===== config.mk =====
export PLATFORM = sky130hd
export DESIGN_NAME = wdog_timer
export DESIGN_NICKNAME = d
export VERILOG_FILES = /design/src/rtl/wdog_pkg.sv /design/src/rtl/wdog_prescaler.sv /design/src/rtl/wdog_svc_detect.sv /design/src/rtl/wdog_countdown.sv /design/src/rtl/wdog_timer.sv
export SDC_FILE = /design/constraint.sdc
export NUM_CORES = 1
export LEC_CHECK = 0
export BUFFER_PORTS_ARGS = -buffer_cell sky130_fd_sc_hd__buf_2
export CAP_MARGIN = 25
export CELL_PAD_IN_SITES_DETAIL_PLACEMENT = 0
export CELL_PAD_IN_SITES_GLOBAL_PLACEMENT = 2
export CORE_MARGIN = 2
export CORE_UTILIZATION = 32
export DETAILED_ROUTE_END_ITERATION = 10
export HOLD_SLACK_MARGIN = 0.12
export PLACE_DENSITY_LB_ADDON = 0.1
export SYNTH_ARGS = -nofsm -noshare
export SYNTH_HDL_FRONTEND = slang
export SYNTH_SLANG_ARGS = --single-unit

===== constraint.sdc =====
create_clock -name clk -period 2.1 [get_ports clk]
set_input_delay 0.105 -clock clk [delete_from_list [all_inputs] [get_ports clk]]
set_output_delay 0.105 -clock clk [all_outputs]
set_load 0.01 [all_outputs]

===== src/rtl/wdog_pkg.sv =====
package wdog_pkg;
  localparam logic [2:0]  OFS_CTRL = 3'h0;
  localparam logic [2:0]  OFS_SVC  = 3'h2;
  localparam logic [2:0]  OFS_STAT = 3'h4;
  localparam logic [15:0] KEY_ARM  = 16'h5555;
  localparam logic [15:0] KEY_FIRE = 16'hAAAA;
  localparam int BIT_SUSP = 0;
  localparam int BIT_EN   = 2;
  localparam int BIT_RSTE = 3;
  localparam int BIT_TOUT = 1;

  typedef enum logic {SVC_IDLE = 1'b0, SVC_ARMED = 1'b1} svc_state_e;
endpackage


===== src/rtl/wdog_prescaler.sv =====
module wdog_prescaler #(
  parameter int TICK_CYC = 16384
) (
  input  logic clk,
  input  logic rst,
  input  logic clr,
  input  logic run,
  output logic tick
);
  localparam int PW = (TICK_CYC > 1) ? $clog2(TICK_CYC) : 1;
  localparam logic [PW-1:0] LAST = PW'(TICK_CYC - 1);

  logic [PW-1:0] pcnt_q;

  assign tick = run && (pcnt_q == LAST);

  always_ff @(posedge clk) begin
    if (rst || clr) begin
      pcnt_q <= '0;
    end else if (run) begin
      if (pcnt_q == LAST) pcnt_q <= '0;
      else                pcnt_q <= pcnt_q + 1'b1;
    end
  end


  held_chk: assert property (@(posedge clk) disable iff (rst)
    (!run && !clr) |=> $stable(pcnt_q));
endmodule


===== src/rtl/wdog_svc_detect.sv =====
module wdog_svc_detect
  import wdog_pkg::*;
#(
  parameter int DATA_W = 16
) (
  input  logic              clk,
  input  logic              rst,
  input  logic              svc_wr,
  input  logic [DATA_W-1:0] svc_data,
  output logic              svc_fire
);
  svc_state_e state_q;

  assign svc_fire = svc_wr && (state_q == SVC_ARMED) && (svc_data == KEY_FIRE);

  always_ff @(posedge clk) begin
    if (rst) begin
      state_q <= SVC_IDLE;
    end else if (svc_wr) begin
      if (svc_data == KEY_ARM) state_q <= SVC_ARMED;
      else                     state_q <= SVC_IDLE;
    end
  end


  arm_hold_chk: assert property (@(posedge clk) disable iff (rst)
    (svc_wr && svc_data == KEY_ARM) |=> (state_q == SVC_ARMED));
endmodule


===== src/rtl/wdog_countdown.sv =====
module wdog_countdown #(
  parameter int CNT_W = 8
) (
  input  logic             clk,
  input  logic             rst,
  input  logic             load,
  input  logic [CNT_W-1:0] load_val,
  input  logic [CNT_W-1:0] reload_val,
  input  logic             run,
  input  logic             tick,
  output logic             expire_q
);
  logic [CNT_W-1:0] cnt_q;

  always_ff @(posedge clk) begin
    if (rst) begin
      cnt_q    <= '0;
      expire_q <= 1'b0;
    end else begin
      expire_q <= 1'b0;
      if (load) begin
        cnt_q <= load_val;
      end else if (tick) begin
        if (cnt_q == '0) begin
          expire_q <= 1'b1;
          cnt_q    <= reload_val;
        end else begin
          cnt_q <= cnt_q - 1'b1;
        end
      end
    end
  end


  pulse_len_chk: assert property (@(posedge clk) disable iff (rst)
    expire_q |=> !expire_q);


  freeze_chk: assert property (@(posedge clk) disable iff (rst)
    (!run && !load) |=> $stable(cnt_q));


  load_chk: assert property (@(posedge clk) disable iff (rst)
    load |=> (cnt_q == $past(load_val)));
endmodule


===== src/rtl/wdog_timer.sv =====
module wdog_timer
  import wdog_pkg::*;
#(
  parameter int CLK_HZ   = 32768,
  parameter int TICK_OVR = 0,
  parameter int DATA_W   = 16,
  parameter int ADDR_W   = 3,
  parameter int TOUT_W   = 8
) (
  input  logic              clk,
  input  logic              rst,
  input  logic              wrst,
  input  logic              wr_en,
  input  logic              rd_en,
  input  logic [ADDR_W-1:0] addr,
  input  logic [DATA_W-1:0] wr_data,
  input  logic              lowpwr_i,
  output logic [DATA_W-1:0] rd_data,
  output logic              wdog_rst_o
);
  localparam int TICK_CYC = (TICK_OVR > 0) ? TICK_OVR : (CLK_HZ / 2);
  localparam int TOUT_LSB = DATA_W - TOUT_W;

  logic              soft_rst;
  logic              ctrl_wr, svc_wr;
  logic [TOUT_W-1:0] tout_q;
  logic              rste_q, en_q, susp_q, susp_lock_q, stat_q;
  logic              en_rise, svc_fire, load, freeze, run, tick, expire;
  logic [TOUT_W-1:0] load_val;
  logic [DATA_W-1:0] rd_mux;

  assign soft_rst = rst || wrst;
  assign ctrl_wr  = wr_en && (addr == ADDR_W'(OFS_CTRL));
  assign svc_wr   = wr_en && (addr == ADDR_W'(OFS_SVC));
  assign en_rise  = ctrl_wr && wr_data[BIT_EN] && !en_q;
  assign load     = en_rise || svc_fire;
  assign load_val = en_rise ? wr_data[DATA_W-1:TOUT_LSB] : tout_q;
  assign freeze   = lowpwr_i && susp_q;
  assign run      = en_q && !freeze;

  always_ff @(posedge clk) begin
    if (soft_rst) begin
      tout_q      <= '0;
      rste_q      <= 1'b0;
      en_q        <= 1'b0;
      susp_q      <= 1'b0;
      susp_lock_q <= 1'b0;
    end else if (ctrl_wr) begin
      tout_q <= wr_data[DATA_W-1:TOUT_LSB];
      rste_q <= wr_data[BIT_RSTE];
      en_q   <= en_q || wr_data[BIT_EN];
      if (!susp_lock_q) begin
        susp_q      <= wr_data[BIT_SUSP];
        susp_lock_q <= 1'b1;
      end
    end
  end

  always_ff @(posedge clk) begin
    if (rst)         stat_q <= 1'b0;
    else if (expire) stat_q <= 1'b1;
  end

  wdog_svc_detect #(.DATA_W(DATA_W)) u_svc (
    .clk(clk), .rst(soft_rst), .svc_wr(svc_wr), .svc_data(wr_data),
    .svc_fire(svc_fire)
  );

  wdog_prescaler #(.TICK_CYC(TICK_CYC)) u_presc (
    .clk(clk), .rst(soft_rst), .clr(load), .run(run), .tick(tick)
  );

  wdog_countdown #(.CNT_W(TOUT_W)) u_cnt (
    .clk(clk), .rst(soft_rst), .load(load), .load_val(load_val),
    .reload_val(tout_q), .run(run), .tick(tick), .expire_q(expire)
  );

  assign wdog_rst_o = expire;

  always_comb begin
    rd_mux = '0;
    if (addr == ADDR_W'(OFS_CTRL)) begin
      rd_mux[DATA_W-1:TOUT_LSB] = tout_q;
      rd_mux[BIT_RSTE]          = rste_q;
      rd_mux[BIT_EN]            = en_q;
      rd_mux[BIT_SUSP]          = susp_q;
    end else if (addr == ADDR_W'(OFS_STAT)) begin
      rd_mux[BIT_TOUT] = stat_q;
    end
  end

  always_ff @(posedge clk) begin
    if (soft_rst)   rd_data <= '0;
    else if (rd_en) rd_data <= rd_mux;
    else            rd_data <= '0;
  end


  en_sticky_chk: assert property (@(posedge clk) disable iff (soft_rst)
    en_q |=> en_q);


  susp_once_chk: assert property (@(posedge clk) disable iff (soft_rst)
    susp_lock_q |=> $stable(susp_q));


  stat_set_chk: assert property (@(posedge clk) disable iff (rst)
    wdog_rst_o |=> stat_q);
endmodule


; ---- Word level (Yosys, flattened, before mapping)
; Index checks and enable logic that the tools add are counted.
[totals]
ff_bits = 53
latchBits = 0
mem_bits_rw = 0
rom_bits = 0
inputBits = 25
output_inout_bits = 17
mem_count = 0
[op_classes]
addsub = 2
mul = 0
n_div = 0
order_cmp = 0
n_eq_ne = 5
shift = 0
muxes = 7
n_bitwise = 5
reduce_logical = 22
[ops]
columns = op, count
row1 = $mux 8, 4
row2 = $eq 16x15->1 const B, 1
row3 = $eq 16x16->1 const B, 1
row4 = $add 14x1->14 const B, 1
row5 = $eq 14x14->1 const B, 1
row6 = $mux 14, 1
row7 = $logic_and 1x1->1, 9
row8 = $logic_not 8->1, 1
row9 = $sub 8x1->8 const B, 1
row10 = $reduce_or 3->1, 2
row11 = $not 1->1, 5
row12 = $logic_or 1x1->1, 4
row13 = $reduce_or 4->1, 1
row14 = $eq 3x2->1 const B, 1
row15 = $eq 3x3->1 const B, 1
row16 = $logic_not 3->1, 1
row17 = $logic_not 1->1, 2
row18 = $mux 1, 2
row19 = $reduce_and 2->1, 1
row20 = $reduce_bool 2->1, 1

; ---- Depth between registers and ports, before layout
[logic_depth]
depth_word = 6
ltp_mapped = 8
ltp_nobuf = 7

; ---- By module
; A second synthesis with hierarchy kept.
[unflattened]
hier_cells = 265
area_unflattened_um2 = 2456.1
[by_module_without_submodules]
columns = module, instances, cells_per_inst, area_each_um2
row1 = wdog_timer, 1, 101, 985.9
row2 = wdog_prescaler, 1, 77, 690.7
row3 = wdog_countdown, 1, 73, 628.1
row4 = wdog_svc_detect, 1, 14, 151.4

; ---- Least setup slack after synthesis
; OpenSTA, ideal clock, no wires.
[synth_path]
path_kind = register to register
from = register u_presc.pcnt_q[0]
to = register u_presc.pcnt_q[6]
setup_time_ns = 0.115
t_arrival_ns = 1.734
required_time_ns = 1.985
setup_slack_ns = 0.252
path_stages_with_launch = 9
n_path_buf = 2
cell_sequence = dfxtp_1 > ha_1 > inv_1 > or4_4 > or2_1 > buf_2 > nand2b_1 > buf_4 > nor2_1
[synth_between]
elab_chain_len = 2
word_cells_on_any_way = 3
classes_between = add/sub (1) / eq/ne (1) / mux (1)
[synth_lines]
columns = item, line
row1 = "start, declared", wdog_prescaler.sv:13  ; logic [PW-1:0] pcnt_q;
row2 = "start signal, assigned", wdog_prescaler.sv:22  ; else pcnt_q <= pcnt_q + 1'b1;
row3 = $add 14x1->14 / $eq 14x14->1 (equally long branches), "wdog_prescaler.sv:22, wdog_prescaler.sv:21"
row4 = $mux 14 (*), wdog_prescaler.sv:21  ; if (pcnt_q == LAST) pcnt_q <= '0;
; Every way passes the cells marked *; elsewhere a longest branch is shown, timed or not.
; A chain may end at the register's enable or synchronous reset.

; ---- Worst setup path in the final report
[layout_path]
from = register u_presc.pcnt_q[0]
to = register u_cnt.cnt_q[1]
[layout_between]
elab_chain_len = 3
[layout_lines]
columns = item, line
row1 = $eq 14x14->1, wdog_prescaler.sv:15  ; assign tick = run && (pcnt_q == LAST);
row2 = $logic_and 1x1->1, wdog_prescaler.sv:15
row3 = $reduce_bool 2->1 (no line), n/a
row4 = "end signal, assigned", wdog_countdown.sv:22  ; cnt_q <= load_val;
row5 = "end signal, assigned", wdog_countdown.sv:26  ; cnt_q <= reload_val;
row6 = "end signal, assigned", wdog_countdown.sv:28  ; cnt_q <= cnt_q - 1'b1;
row7 = "end, declared", wdog_countdown.sv:13  ; logic [CNT_W-1:0] cnt_q;
; Every way passes these cells.

==> reports/qor.tcl <==
set qor(postSynthAreaPerCell_um2) 8.34
set qor(post_synth_arst_share_pct) 0
set qor(largest_net_degree_at_the_start_of_global_routing) 19
set qor(timing.critical_path.to_type) {flip-flop}
set qor(power_frac_comb_pct) 7.9
set qor(total_switching_power_uw) 371
set qor(synthesis.area_um2) 2330
set qor(final_antenna_net_count) 0
set qor(synth-main-ff-cell) {sky130_fd_sc_hd__dfxtp_1}
set qor(timing.critical_path.fanout_max) 10
set qor(synth.area.top_cells) {sky130_fd_sc_hd__dfxtp_1 42%, sky130_fd_sc_hd__nand2_1 6.6%, sky130_fd_sc_hd__nor2_1 5.6%}
set qor(synth-seq-area-share_pct) 42.0
set qor(pwr_density_cell_nw_per_um2) 545
set qor(share_clk_of_total_power_pct) 33.8
set qor(p_seq_share_pct) 58.3
set qor(post-synth-top-count-cell) {sky130_fd_sc_hd__dfxtp_1}
set qor(leakagePower_nw) 1.09
set qor(hold_path_depth) 4
set qor(num_antenna_cells) 0
set qor(drtIter0Drc) 61
set qor(die_w_um) 89.4
set qor(antenna_found_initial) 0
set qor(place.detailed.hpwl_um) 4590
set qor(post_synth_top_area_share_pct) 42.0
set qor(cts_setup_buffers) 0
set qor(area_delta_synth_final_pct) 25.9
set qor(fin_nets) 371
set qor(finalCritPeriodShare_pct) 95.0
set qor(holdCritStartpoint) {wrst}
set qor(maxSlewHeadroom_pct) 59.9
set qor(place.gp.congestion) 0.756
set qor(post_synth_edffs) 0
set qor(setup_tns_ns) 0
set qor(initial_utilization_pct) 32.5
set qor(ys_ff_latch) 49
set qor(worstPathRequired_ns) 2.33
set qor(timing.final.max_slew_violations) 0
set qor(vdd_drop_max_uv) 220
set qor(synth_cell_type_count) 54
set qor(floorplan.core_area_um2) 7180
set qor(max_cap_violations) 0
set qor(fin_worst_skew_ns) 0.0116
set qor(period_minus_slack_ns) 2.00
set qor(grt_first_pass_wirelength_um) 9710
set qor(wl_per_cell_um) 13.3
set qor(run_status) {completed}
set qor(chipHeight_um) 89.4
set qor(via_count_of_the_first_global_routing_pass) 1964
set qor(drive_above_1_share_pct) 20.3
set qor(depth_of_the_worst_register_to_register_path) 7
set qor(globalRoute.totalOverflow) 0
set qor(setup.reg_to_reg.worst_slack_ns) 0.10
set qor(placement_rows) 31
set qor(terminus_of_the_critical_flop_to_flop_path) {u_cnt.cnt_q[1]}
set qor(grt_usage_pct) 15.8
set qor(worst-endpoint-arrival_ns) 2.22
set qor(avgViaCountPerCell) 4.77
set qor(worst_r2r_startpoint) {u_presc.pcnt_q[0]}
set qor(grt_setup_unrepaired) {no}
set qor(vias) 2114
set qor(pin_count) 42
set qor(synthesis.yosys.warnings) 0
set qor(worst_skew_pair.late_latency_ns) 0.30
set qor(tritoncts.num_buffers) 5
set qor(numClockSinks) 49
set qor(detail_route.drc_violations) 0
set qor(max_freq_mhz) 501
set qor(cts_buffer_depth) 2
set qor(postSynthCellCount) 280
set qor(finalHoldViolCount) 0
set qor(port_buffers) 37
set qor(worst_slew_pin_slew_ns) 0.600
set qor(postRouteWirelength_um) 5900
set qor(hold_path.class) {in -> reg}
set qor(drtPass1Iterations) 4
set qor(cts_tree) {done}
set qor(min_delay_worst_endpoint) {rd_data[1]}
set qor(synth_top_area_cell) {sky130_fd_sc_hd__dfxtp_1}
set qor(final_core_util_pct) 41.0
set qor(setup_viol) 0
set qor(p_int_mw) 1.23
set qor(yosys-top-cells-count) {49 x sky130_fd_sc_hd__dfxtp_1, 41 x sky130_fd_sc_hd__nand2_1, 35 x sky130_fd_sc_hd__nor2_1}
set qor(die_area_um2) 8000
set qor(cts.htree.levels) 2
set qor(clkSlewWorstSetupHoldPaths_ns) 0.09
set qor(startpoint_type) {flip-flop}
set qor(ctsRootBufferMaster) {sky130_fd_sc_hd__clkbuf_8}
set qor(kind_of_critical_path) {reg -> reg}
set qor(proportion_of_total_power_due_to_net_switching_pct) 23.2
[state kept, by name, indices dropped and copies added, names as in the netlist, 8 cells and up]
name,count
u_presc.pcnt_q,14
rd_data,12
tout_q,8
u_cnt.cnt_q,8
[final cells by class]
cell class                 instances  area [um2]
tap                               99         124
fill                             742        4240
sequential                        49         981
clock inverter                     1        7.51
clock buffer                       7        76.3
timing repair buffer              67         460
multi-input combinational        212        1260
inverter                           8        30.0
[placed cells by master (no fill, tap or decap), types with 2 or more instances in the layout]
master,n
sky130_fd_sc_hd__o22ai_1,2
sky130_fd_sc_hd__inv_1,8
sky130_fd_sc_hd__xor2_1,8
sky130_fd_sc_hd__xnor2_1,5
sky130_fd_sc_hd__nor4b_2,2
sky130_fd_sc_hd__dlygate4sd3_1,15
sky130_fd_sc_hd__nand2b_1,2
sky130_fd_sc_hd__nor4b_1,3
sky130_fd_sc_hd__buf_2,37
sky130_fd_sc_hd__dfxtp_1,49
sky130_fd_sc_hd__a21oi_1,22
sky130_fd_sc_hd__conb_1,4
sky130_fd_sc_hd__mux2i_1,2
sky130_fd_sc_hd__a2bb2oi_1,2
sky130_fd_sc_hd__buf_4,14
sky130_fd_sc_hd__a22oi_1,3
sky130_fd_sc_hd__nor2_1,35
sky130_fd_sc_hd__nor4bb_1,2
sky130_fd_sc_hd__nand2_1,41
sky130_fd_sc_hd__nand3b_1,2
sky130_fd_sc_hd__or2_2,2
sky130_fd_sc_hd__nor3_1,8
sky130_fd_sc_hd__o21ai_0,5
sky130_fd_sc_hd__nand4_1,9
sky130_fd_sc_hd__nand3_1,5
sky130_fd_sc_hd__ha_1,3
sky130_fd_sc_hd__and2_1,10
sky130_fd_sc_hd__a21o_1,2
sky130_fd_sc_hd__clkbuf_8,5
sky130_fd_sc_hd__clkbuf_1,2
sky130_fd_sc_hd__nor4_1,2
sky130_fd_sc_hd__nor3_2,3
sky130_fd_sc_hd__o211ai_1,7
[how the worst max path moves through the flow]
stage                       from                end  slack [ns]  cells past startpoint
4_1_cts        u_presc.pcnt_q[0]     u_cnt.cnt_q[1]        0.09                      7
6_report       u_presc.pcnt_q[0]     u_cnt.cnt_q[1]        0.10                      7
3_3_place_gp   u_presc.pcnt_q[0]     u_cnt.cnt_q[1]        0.15                      7
5_1_grt              wr_data[14]  u_presc.pcnt_q[9]       0.008                      8
2_1_floorplan  u_presc.pcnt_q[0]  u_presc.pcnt_q[6]        0.25                      8
3_5_place_dp   u_presc.pcnt_q[0]     u_cnt.cnt_q[1]        0.12                      7
[power by group through the flow]
stage	Clock (mW)	Combinational (mW)	Sequential, mW
final	0.542	0.126	0.934
after detailed placement	0	0.108	0.956
after CTS	0.565	0.128	0.934
after floorplan	0	0.0544	0.955
after global placement	0	0.108	0.956
after global routing	0.612	0.140	0.935
[per-stage QoR]
stage | instances | setup slack, ns | area, um2 | power [mW] | hold WS, ns
detailed placement | 420 | 0.115 | 2700 | 1.06 | 0.298
CTS | 443 | 0.0897 | 2930 | 1.63 | 0.140
global route | 443 | 0.00804 | 2940 | 1.69 | 0.188
floorplan | 283 | 0.252 | 2350 | 1.01 | 0.177
global placement | 420 | 0.153 | 2700 | 1.06 | 0.295
finish | 443 | 0.105 | 2940 | 1.60 | 0.140
[kinds of logic after synthesis]
| family | count (synthesis) | share of synthesized area (%) |
|---|---|---|
| buffers and inverters | 22 | 4.72 |
| xor gates and xnor gates | 13 | 4.88 |
| adders and majority gates | 3 | 1.61 |
| other | 1 | 0.161 |
| muxes | 2 | 0.857 |
| and+or+nand+nor | 138 | 31.2 |
| AOI/OAI and AO/OA | 52 | 14.5 |
| DFF | 49 | 42.0 |
[critical path, cell delays in order, from the launching register on]
cell and delay (ns):
sky130_fd_sc_hd__dfxtp_1 0.38, sky130_fd_sc_hd__ha_1 0.20, sky130_fd_sc_hd__inv_1 0.06, sky130_fd_sc_hd__or4_4 0.53, sky130_fd_sc_hd__buf_4 0.20, sky130_fd_sc_hd__nor4b_1 0.30
sky130_fd_sc_hd__a21oi_1 0.08, sky130_fd_sc_hd__o211ai_1 0.16
[routing by layer]
| metal | up-vias | track usage, % | share of wire (%) |
|---|---|---|---|
| met5 | - | 0 | 0 |
| met4 | 0 | 4.07 | 0.93 |
| met3 | 5 | 3.05 | 3.1 |
| met2 | 38 | 26.5 | 48 |
| met1 | 977 | 20.7 | 47 |
| li1 | 1094 | - | - |
[repair_timing]
action,in CTS,in global routing
endpoints found under the hold margin,17,0
resized for setup,0,1
hold buffers,15,0
setup endpoints to repair,0,1
(Power assumes the default switching activity.)
